[src/rtl/uart_irqw_pkg.sv]
package uart_irqw_pkg;

   localparam int NUM_SRC = 4;

   typedef enum int unsigned {
      SRC_TX_EMPTY = 0,
      SRC_TX_IDLE  = 1,
      SRC_RX_AVAIL = 2,
      SRC_RX_OVR   = 3
   } irq_src_e;

   typedef logic [NUM_SRC-1:0] src_vec_t;

endpackage

[src/rtl/uirq_edge_bank.sv]
module uirq_edge_bank #(
   parameter int WIDTH = 4
) (
   input  logic             clk,
   input  logic             rst_n,
   input  logic [WIDTH-1:0] cond_i,
   output logic [WIDTH-1:0] rise_o
);

   initial assert (WIDTH >= 1) else $error("uirq_edge_bank: WIDTH must be at least 1");

   for (genvar g = 0; g < WIDTH; g++) begin : g_src
      logic cond_q;

      always_ff @(posedge clk) begin
         if (!rst_n) cond_q <= 1'b0;
         else        cond_q <= cond_i[g];
      end

      assign rise_o[g] = cond_i[g] & ~cond_q;

      assert_rise_once_R1: assert property (@(posedge clk) disable iff (!rst_n)
         rise_o[g] |=> !rise_o[g]);
   end

endmodule

[src/rtl/uirq_sticky_flag.sv]
module uirq_sticky_flag (
   input  logic clk,
   input  logic rst_n,
   input  logic set_i,
   input  logic clr_i,
   output logic flag_o
);

   logic flag_q;

   always_ff @(posedge clk) begin
      if (!rst_n)     flag_q <= 1'b0;
      else if (set_i) flag_q <= 1'b1;
      else if (clr_i) flag_q <= 1'b0;
   end

   assign flag_o = flag_q;

   assert_set_wins_R8: assert property (@(posedge clk) disable iff (!rst_n)
      (set_i && clr_i) |=> flag_o);
   assert_hold_R7: assert property (@(posedge clk) disable iff (!rst_n)
      (flag_o && !clr_i) |=> flag_o);
   assert_clear_R7: assert property (@(posedge clk) disable iff (!rst_n)
      (clr_i && !set_i) |=> !flag_o);
   assert_no_spurious_R2: assert property (@(posedge clk) disable iff (!rst_n)
      (!flag_o && !set_i) |=> !flag_o);

endmodule

[src/rtl/uirq_rx_wake.sv]
module uirq_rx_wake #(
   parameter int   SYNC_STAGES = 2,
   parameter logic IDLE_LEVEL  = 1'b1
) (
   input  logic clk,
   input  logic rst_n,
   input  logic arm_i,
   input  logic rx_i,
   output logic wake_o
);

   initial assert (SYNC_STAGES >= 2) else $error("uirq_rx_wake: SYNC_STAGES must be at least 2");

   localparam int LAST = SYNC_STAGES - 1;

   logic [SYNC_STAGES-1:0] sync_q;
   logic                   prev_q;
   logic                   wake_q;
   logic                   fall;

   always_ff @(posedge clk) begin
      if (!rst_n) sync_q <= {SYNC_STAGES{IDLE_LEVEL}};
      else        sync_q <= {sync_q[LAST-1:0], rx_i};
   end

   always_ff @(posedge clk) begin
      if (!rst_n) prev_q <= IDLE_LEVEL;
      else        prev_q <= sync_q[LAST];
   end

   assign fall = prev_q & ~sync_q[LAST];

   always_ff @(posedge clk) begin
      if (!rst_n) wake_q <= 1'b0;
      else        wake_q <= fall & arm_i;
   end

   assign wake_o = wake_q;

   assert_single_pulse_R12: assert property (@(posedge clk) disable iff (!rst_n)
      wake_o |=> !wake_o);
   assert_armed_only_R11: assert property (@(posedge clk) disable iff (!rst_n)
      wake_o |-> $past(arm_i));

endmodule

[src/rtl/uart_irq_wake_ctl.sv]
module uart_irq_wake_ctl
   import uart_irqw_pkg::*;
#(
   parameter int SYNC_STAGES = 2
) (
   input  logic clk,
   input  logic rst_n,
   input  logic en_tx_empty,
   input  logic en_tx_idle,
   input  logic en_rx,
   input  logic en_wake,
   input  logic st_tx_empty,
   input  logic st_tx_idle,
   input  logic st_rx_avail,
   input  logic st_rx_overrun,
   input  logic irq_clr,
   input  logic pwr_down,
   input  logic rx_pin,
   output logic irq_req,
   output logic wake_pulse
);

   src_vec_t status_vec;
   src_vec_t enable_vec;
   src_vec_t gated_vec;
   src_vec_t rise_vec;

   always_comb begin
      status_vec               = '0;
      enable_vec               = '0;
      status_vec[SRC_TX_EMPTY] = st_tx_empty;
      status_vec[SRC_TX_IDLE]  = st_tx_idle;
      status_vec[SRC_RX_AVAIL] = st_rx_avail;
      status_vec[SRC_RX_OVR]   = st_rx_overrun;
      enable_vec[SRC_TX_EMPTY] = en_tx_empty;
      enable_vec[SRC_TX_IDLE]  = en_tx_idle;
      enable_vec[SRC_RX_AVAIL] = en_rx;
      enable_vec[SRC_RX_OVR]   = en_rx;
   end

   assign gated_vec = status_vec & enable_vec;

   uirq_edge_bank #(.WIDTH(NUM_SRC)) u_edges (
      .clk    (clk),
      .rst_n  (rst_n),
      .cond_i (gated_vec),
      .rise_o (rise_vec)
   );

   uirq_sticky_flag u_flag (
      .clk    (clk),
      .rst_n  (rst_n),
      .set_i  (|rise_vec),
      .clr_i  (irq_clr),
      .flag_o (irq_req)
   );

   uirq_rx_wake #(.SYNC_STAGES(SYNC_STAGES), .IDLE_LEVEL(1'b1)) u_wake (
      .clk    (clk),
      .rst_n  (rst_n),
      .arm_i  (pwr_down & en_wake),
      .rx_i   (rx_pin),
      .wake_o (wake_pulse)
   );

   assert_txe_sets_R1: assert property (@(posedge clk) disable iff (!rst_n)
      $rose(en_tx_empty && st_tx_empty) |=> irq_req);
   assert_txi_sets_R3: assert property (@(posedge clk) disable iff (!rst_n)
      $rose(en_tx_idle && st_tx_idle) |=> irq_req);
   assert_rx_sets_R5: assert property (@(posedge clk) disable iff (!rst_n)
      $rose(en_rx && (st_rx_avail || st_rx_overrun)) |=> irq_req);
   assert_masked_quiet_R6: assert property (@(posedge clk) disable iff (!rst_n)
      (!irq_req && !en_rx && !(en_tx_empty && st_tx_empty) && !(en_tx_idle && st_tx_idle))
      |=> !irq_req);
   assert_wake_gate_R10: assert property (@(posedge clk) disable iff (!rst_n)
      wake_pulse |-> $past(en_wake && pwr_down));

endmodule

[config.mk]
export PLATFORM = sky130hd
export DESIGN_NAME = uart_irq_wake_ctl
export DESIGN_NICKNAME = d
export VERILOG_FILES = /design/src/rtl/uart_irqw_pkg.sv /design/src/rtl/uirq_edge_bank.sv /design/src/rtl/uirq_sticky_flag.sv /design/src/rtl/uirq_rx_wake.sv /design/src/rtl/uart_irq_wake_ctl.sv
export SDC_FILE = /design/constraint.sdc
export NUM_CORES = 1
export LEC_CHECK = 0
export ABC_AREA = 1
export BUFFER_PORTS_ARGS = -buffer_cell sky130_fd_sc_hd__buf_2
export CORE_AREA = 2 2 39 41
export CTS_BUF_LIST = sky130_fd_sc_hd__clkbuf_4
export DETAILED_ROUTE_END_ITERATION = 8
export DIE_AREA = 0 0 41 43
export SYNTH_ARGS = -nofsm -noshare
export SYNTH_HDL_FRONTEND = slang
export SYNTH_SLANG_ARGS = --single-unit
[constraint.sdc]
create_clock -name clk -period 0.88 [get_ports clk]
set_input_delay 0.132 -clock clk [delete_from_list [all_inputs] [get_ports clk]]
set_output_delay 0.132 -clock clk [all_outputs]
set_load 0.05 [all_outputs]
# Word-level counts from Yosys, hierarchy flattened
# Index checks and enable logic that the tools add are counted.
[totals]
out_inout_bits = 2
ff_bits = 9
input_bits = 13
[op_classes]
mux = 2
n_reduce_logical = 2
bitwise_logic = 13
[ops]
columns = ["cell", "n"]
rows = [
  ["$and A1 B1 Y1", 7],
  ["$not A1 Y1", 5],
  ["$and A4 B4 Y4", 1],
  ["$reduce_or A4 Y1", 1],
  ["$mux W1", 2],
  ["$reduce_bool A2 Y1", 1],
]

# Depth between registers and ports, before layout
# Gate-level depths: netlist (run 1).
[logic_depth]
word_depth = 4
ltp_mapped = 5
mapped_depth_nobuf = 5

# Hierarchy
# Synthesis (run 1) repeated with hierarchy kept, for this count alone.
[unflattened]
cells_unflattened = 51
area_unflattened_um2 = 347.8
[modules_own_cells]
columns = ["mod", "cells_per_inst", "seq_area_each_um2", "area_each_um2", "instances"]
rows = [
  ["uirq_edge_bank", 20, 80.1, 140.1, 1],
  ["uirq_rx_wake", 12, 80.1, 115.1, 1],
  ["uart_irq_wake_ctl", 13, 0.0, 48.8, 1],
  ["uirq_sticky_flag", 6, 20.0, 43.8, 1],
]

# Worst setup path before layout (run 1)
# OpenSTA, ideal clock, no wires.
[synth_timing]
path_kind = "reg-to-reg"
startpoint = "reg u_flag.flag_o (netlist name)"
endpoint = "reg u_flag.flag_q (netlist: u_flag.flag_o)"
arrival_time_ns = 0.950
n_path_buf = 0
setup_time_ns = 0.064
path_slack_ns = -0.133
path_stages_with_launch = 5
path_cell_list = "dfxtp_1 > inv_1 > o21ai_0 > nor2_1 > nor2_1"
[synth_lines]
columns = ["element", "line", "rtl"]
rows = [
  ["to (signal assigned)", "uirq_sticky_flag.sv:12", "if (!rst_n) flag_q <= 1'b0;"],
  ["to (signal assigned)", "uirq_sticky_flag.sv:13", "else if (set_i) flag_q <= 1'b1;"],
  ["to (signal assigned)", "uirq_sticky_flag.sv:14", "else if (clr_i) flag_q <= 1'b0;"],
  ["to (decl)", "uirq_sticky_flag.sv:9", "logic flag_q;"],
]

# Worst setup path after layout (run 1)
[layout_timing]
startpoint = "reg u_flag.flag_q (netlist: u_flag.flag_o)"
endpoint = "out irq_req"
[layout_lines]
columns = ["element", "line", "rtl"]
rows = [
  ["to (decl)", "uart_irq_wake_ctl.sv:19", "output logic irq_req,"],
]
# No word-level cell between the ends.

==> impl_metrics.toml, run 1 <==
[status]
run_status = "completed"

[synthesis]
synth.cell_area_um2 = 303
yosys_cell_types = 10
synth-async-reset-ratio = 0
post_synth_inst_count = 36
ys_seq_elements = 9
share_of_the_synthesized_netlist_area_taken_by_xor_and_xnor_gates = 0
synth_commonest_cells = "dfxtp_1 (9), nand3_1 (6), nor2_1 (6)"
post_synth.cell_area_avg_um2 = 8.41
synth_flop_cell = "dfxtp_1"
synth_mux_area_frac = 0
netlist_top_cells_area = "dfxtp_1 (60%), nand3_1 (9.9%), nor2_1 (7.4%), inv_1 (6.2%), nand2_1 (5.0%)"
synth_fa_ha_area_frac = 0
post-synth-top-count-cell = "dfxtp_1"
main_combinational_cell_family_by_area_after_synthesis = "simple AND/OR/NAND/NOR gates"
synth-compound-area-share = 0.0165
synth-simple-area-share = 0.314
ys_warn_count = 0
synth_seq_area_share = 0.595
post-synth-top-area-cell = "dfxtp_1"
yosys.area.top_type_share = 0.595
synth_fp_nets = 49
synth_edf_count = 0

[layout]
fin_nets = 68
syn_to_final_growth_pct = 47.1
final_util = 0.322
share_of_final_layout_standard_cells_stronger_than_drive_strength_1 = 0.463
antennaDiodeCount = 0

[setup_path]
worst_path_max_fanout = 2
critical_path.reg2reg.endpoint = "u_flag.flag_o"
cp-start-kind = "flip-flop"
timing.reg2reg.setup_slack_ps = 100
timing.critical_path.slowest_cell_delay_ps = 340
timing.rr.start = "u_flag.flag_o"
critical_path.endpoint_type = "output pin"
timing.critical_path.max_delay_family = "flip-flops"
cp.required_ps = 750
timing.critical_path.slowest_stage_cell = "dfxtp_2"
timing.critical_path.buf_inv = 1
arrival_time_of_the_worst_setup_path_ps = 730
ff2ff_path_depth = 4
crit_chain = "buf_8"
timing.setup.critical_path_class = "reg2out"

[clock_network]
clk-insertion-delay-late_ps = 250
number_of_buffers_added_by_the_clock_tree_synthesis_step = 3
worst_setup_hold_path_clk_slew_ps = 60
root_buffer = "clkbuf_4"
count_of_hold_buffers_inserted_by_post_cts_repair = 0
ctsLongestPathBuffers = 2
ctsHtreeMaxLevel = 1
tritoncts = "done"
cts.sinks = 9

[grt]
grt-ovfl-total = 0
groute.usage.overall = 0.0747
grt_first_pass_wirelength_um = 765
vias_in_the_first_global_route = 196
grt_antenna_before_repair = 0
grt_start_max_net_pins = 9

[sta]
max_clock_freq_ghz = 1.16
maxSlewViolCount = 0
worst-slew-pin-transition_ps = 194
finalHoldViolCount = 0
final.period_utilization = 0.983
post-route-min-period_ps = 865
setup_viol = 0
slew-limit-headroom = 0.869
clock_skew_ps = 0.782
final.hold.worst_slack_ps = 57.0
rsz_0062_raised_after_global_routing = "true"

[worst_hold_path]
worstHoldStart = "rx_pin"
holdCritPathClass = "in2reg"
worstHoldEndpoint = "u_wake.sync_q[0]"
holdPathStages = 2

[power_and_ir_drop]
p_comb_frac = 0.114
switching_share = 0.217
p_leak_nw = 0.211
switching_power_w = 0.000189
power_frac_clock = 0.388
p_per_area_nw_per_um2 = 1950
power.share.sequential = 0.498
cellInternalPower_w = 0.000680
ir_worst_vdd_mv = 1.17
post-layout-total-power_w = 0.000869

[routing]
firstDrtPassIters = 2
drt_iter0_drc = 6
drt-wirelength-per-cell_um = 6.67
total_routed_wirelength_um = 467
drc_errors = 0
avgViaCountPerCell = 3.66
ant_nets = 0
vias = 256

[floorplan]
die_area_um2 = 1760
design.core.area_um2 = 1380
num_io_pins = 15
chipHeight_um = 43
initial_utilization = 0.219
die_width_um = 41
placement_rows = 14

[place]
numPortBuffers = 14
gp_routability_congestion = 0.682

[job]
maxCapViolCount = 0
cells by family after synthesis:
family / Yosys count
AO/OA/AOI/OAI: 1
buffers and inverters: 6
flip-flops: 9
AND/OR/NAND/NOR: 20
through the flow:
stage	TNS [ps]	instance area [um^2]	setup slack (ps)	cells
after floorplan	0	304	18.2	36
after global placement	0	394	145	66
after detailed placement	0	394	161	66
after CTS	0	437	4.52	70
after global routing	-30.1	445	-24.1	70
final	0	445	14.9	70
area by class of cell:
type                    instances  area [um^2]
well taps                      16         20.0
fillers                       149          938
clock buffers                   4         30.0
flip-flops and latches          9          183
repair buffers                 14         90.1
multi-input cells              21          100
inverters                       6         22.5
power by group through the flow:
stage,Combinational (W),Sequential (W),Clock (W)
floorplan,0.0000336,0.000456,0
finish,0.0000990,0.000433,0.000337
global placement,0.0000896,0.000439,0
detailed placement,0.0000909,0.000439,0
CTS,0.0000969,0.000432,0.000350
global route,0.000112,0.000434,0.000387
cells in the final DEF, fill, tap and decap left out, types with 2 or more instances in the layout:
cell / instances
nor2_1: 6
nand3_1: 6
inv_1: 5
buf_2: 12
clkbuf_4: 4
dfxtp_1: 7
buf_8: 2
or2_2: 2
dfxtp_2: 2
nand2_1: 4
worst register-to-register path, delay by kind of cell, from the launching register on:
family	cells	cell delay, ps
AO/OA/AOI/OAI	1	190
buffers and inverters	1	40
flip-flops	1	340
AND/OR/NAND/NOR	2	150
worst max-delay path by stage:
stage	startpoint	end	slack (ps)	depth (start not counted)
floorplan	u_flag.flag_o	u_flag.flag_o	20	4
global placement	u_flag.flag_o	u_flag.flag_o	140	4
detailed placement	u_edges.g_src[1].cond_q	u_flag.flag_o	160	5
CTS	u_flag.flag_o	irq_req	5	1
global route	u_flag.flag_o	irq_req	-20	1
finish	u_flag.flag_o	irq_req	10	1
metal layers:
| metal | global-route usage | up-vias | routed length [um] |
|---|---|---|---|
| met5 | 0 | - | 0 |
| met4 | 0.0400 | 0 | 0 |
| met3 | 0.0942 | 0 | 68 |
| met2 | 0.0813 | 13 | 183 |
| met1 | 0.0784 | 98 | 215 |
| li1 | - | 145 | - |
sequential cells by signal (all words and copies together) (netlist names):
name	flops
u_wake.prev_q	1
u_flag.flag_o	1
u_edges.g_src.cond_q	4
u_wake.sync_q	2
u_wake.wake_o	1
timing repair:
action                                  4_1_cts  5_1_grt
gates resized for setup                       4        3
cloned                                        0        0
endpoints found under the setup margin        2        2
pin swaps                                     0        0
setup buffers                                 0        0
Power figures use the tool's default switching activity.
==> run 2, diff against run 1 <==
--- a/config.mk
+++ b/config.mk
@@ -13,4 +13,5 @@
 export DIE_AREA = 0 0 41 43
 export SYNTH_ARGS = -nofsm -noshare
 export SYNTH_HDL_FRONTEND = slang
+export SYNTH_HIERARCHICAL = 1
 export SYNTH_SLANG_ARGS = --single-unit
==> impl_metrics.toml, run 2 <==
[setup_path]
timing.setup.critical_path_class = "reg2out"
cp.required_ps = 750
worst_setup_path_endpoint = "irq_req"
cp-start-kind = "flip-flop"
crit_cells = 1
ff2ff_path_depth = 5
worst_path_max_fanout = 2
timing.critical_path.slowest_cell_delay_ps = 340
critical_path.endpoint_type = "output pin"
timing.reg2reg.setup_slack_ps = 170
arrival_time_of_the_worst_setup_path_ps = 740
timing.critical_path.buf_inv = 1
timing.critical_path.slowest_stage_cell = "dfxtp_2"
timing.rr.start = "u_edges/g_src[1].cond_q"
crit_chain = "buf_8"
setup.worst_path.start = "u_flag/flag_o"
critical_path.reg2reg.endpoint = "u_flag/flag_o"
timing.critical_path.max_delay_family = "flip-flops"

[grt]
grt_start_max_net_pins = 9
vias_in_the_first_global_route = 236
grt_antenna_before_repair = 0
groute.usage.overall = 0.0804
grt_first_pass_wirelength_um = 828
grt-ovfl-total = 0

[sta]
final.hold.worst_slack_ps = 47.9
max_clock_freq_ghz = 1.15
setup_viol = 0
finalHoldViolCount = 0
setup_total_negative_slack_ps = 0
worst_slack_ps = 7.70
slew-limit-headroom = 0.902
final.period_utilization = 0.991
clock_skew_ps = 0.530
worst-slew-pin-transition_ps = 147
rsz_0062_raised_after_global_routing = "true"
post-route-min-period_ps = 872
maxSlewViolCount = 0

[synthesis]
synth-async-reset-ratio = 0
synth_fp_nets = 64
ys_warn_count = 6
synth.cell_area_um2 = 348
synth_commonest_cells = "inv_1 (19), nand2_1 (14), dfxtp_1 (9)"
synth_seq_area_share = 0.518
yosys.area.top_type_share = 0.518
yosys_cell_types = 7
netlist_top_cells_area = "dfxtp_1 (52%), inv_1 (21%), nand2_1 (15%), nor2_1 (6.5%), a21oi_2 (2.5%)"
post-synth-top-area-cell = "dfxtp_1"
synth_flop_cell = "dfxtp_1"
synth_edf_count = 0
post-synth-top-count-cell = "inv_1"
post_synth_inst_count = 51
ys_seq_elements = 9
post_synth.cell_area_avg_um2 = 6.82

[clock_network]
cts.sinks = 9
number_of_buffers_added_by_the_clock_tree_synthesis_step = 3
tritoncts = "done"
ctsHtreeMaxLevel = 1
clk-insertion-delay-late_ps = 250
worst_setup_hold_path_clk_slew_ps = 60
ctsLongestPathBuffers = 2
root_buffer = "clkbuf_4"
count_of_hold_buffers_inserted_by_post_cts_repair = 0

[layout]
biggestRegsByFlops = "u_edges/g_src.cond_q x4, u_wake/sync_q x2"
n_fill_cell = 156
antennaDiodeCount = 0
layout_common_cells = "inv_1 (19), nand2_1 (14), buf_2 (12)"
multiInputGateArea_um2 = 96.3
final_util = 0.360
syn_to_final_growth_pct = 43.2
seq_area_um2 = 183
fin_nets = 84
share_of_final_layout_standard_cells_stronger_than_drive_strength_1 = 0.343
most_frequent_standard_cell_in_the_layout_excluding_fill_and_tap_cells = "inv_1"
number_of_flip_flops_under_the_largest_register_name = 4
register_containing_the_most_flip_flops_in_the_final_layout = "u_edges/g_src.cond_q"

[routing]
avgViaCountPerCell = 3.53
dr.max_layer_used = "met4"
ant_nets = 0
wl_met2_um = 235
firstDrtPassIters = 4
met3_wl_post_dr_um = 72
drt_iter0_drc = 2
vias = 304
drc_errors = 0
drt-met1-wl_um = 217
total_routed_wirelength_um = 537
drt-wirelength-per-cell_um = 6.24

[floorplan]
die_area_um2 = 1760
chipHeight_um = 43
design.core.area_um2 = 1380
initial_utilization = 0.251
num_io_pins = 15
placement_rows = 14
die_width_um = 41

[power_and_ir_drop]
p_per_area_nw_per_um2 = 1780
p_leak_nw = 0.331
ir_worst_vdd_mv = 0.763
post-layout-total-power_w = 0.000887

[job]
maxCapViolCount = 0

[place]
preCtsSetupSlack_ps = 101
final_hpwl_from_detailed_placement_um = 412
numPortBuffers = 14
gp_routability_congestion = 0.594

[worst_hold_path]
holdCritPathClass = "in2reg"

[status]
run_status = "completed"
==> run 2: changes by cell type after synthesis <==
cell / previous run / this run
nand3_1: 6 / 0
inv_2: 1 / 0
or2_2: 2 / 0
inv_1: 5 / 19
nand2_2: 0 / 1
nand2_1: 4 / 14
or2_4: 1 / 0
a21oi_2: 0 / 1
o21ai_0: 1 / 0
==> run 2: worst min path at each step <==
stage          startpoint                to  depth (start not counted)
5_1_grt            rx_pin  u_wake/sync_q[0]                          3
6_report           rx_pin  u_wake/sync_q[0]                          3
3_3_place_gp       rx_pin  u_wake/sync_q[0]                          3
3_5_place_dp       rx_pin  u_wake/sync_q[0]                          3
4_1_cts            rx_pin  u_wake/sync_q[0]                          3
2_1_floorplan       rst_n  u_wake/sync_q[0]                          1
==> run 2: area by class of cell <==
cell class                 count  share of cell area
clock buffer                   4              0.0603
inverter                      19               0.143
multi-input combinational     23               0.193
sequential                     9               0.367
tap                           16              0.0402
timing repair buffer          15               0.196
==> run 2: kinds of logic after synthesis <==
kind of cell    count (synthesis)  synth area share
buf+inv                        19             0.205
compound gates                  1            0.0252
flops                           9             0.518
simple gates                   22             0.252
==> run 2: layer usage <==
layer  vias to the layer above  global-route usage
met1                       117              0.0581
met3                         2              0.0785
li1                        172                   -
met2                        13               0.109
met5                         -                   0
met4                         0              0.0800
==> run 2: stage by stage <==
step	std cells	cell area, um^2
floorplan	51	349
global placement	81	439
detailed placement	81	439
CTS	85	487
global route	86	498
finish	86	498
==> run 2: power by group <==
part           internal [W]  switching (W)
sequential         0.000426     0.00000706
combinational     0.0000547      0.0000582
clock              0.000205       0.000135
==> run 2: what timing repair did <==
action | 4_1_cts | 5_1_grt
resized for setup | 6 | 1
setup endpoints to repair | 2 | 2
setup buffers | 0 | 1
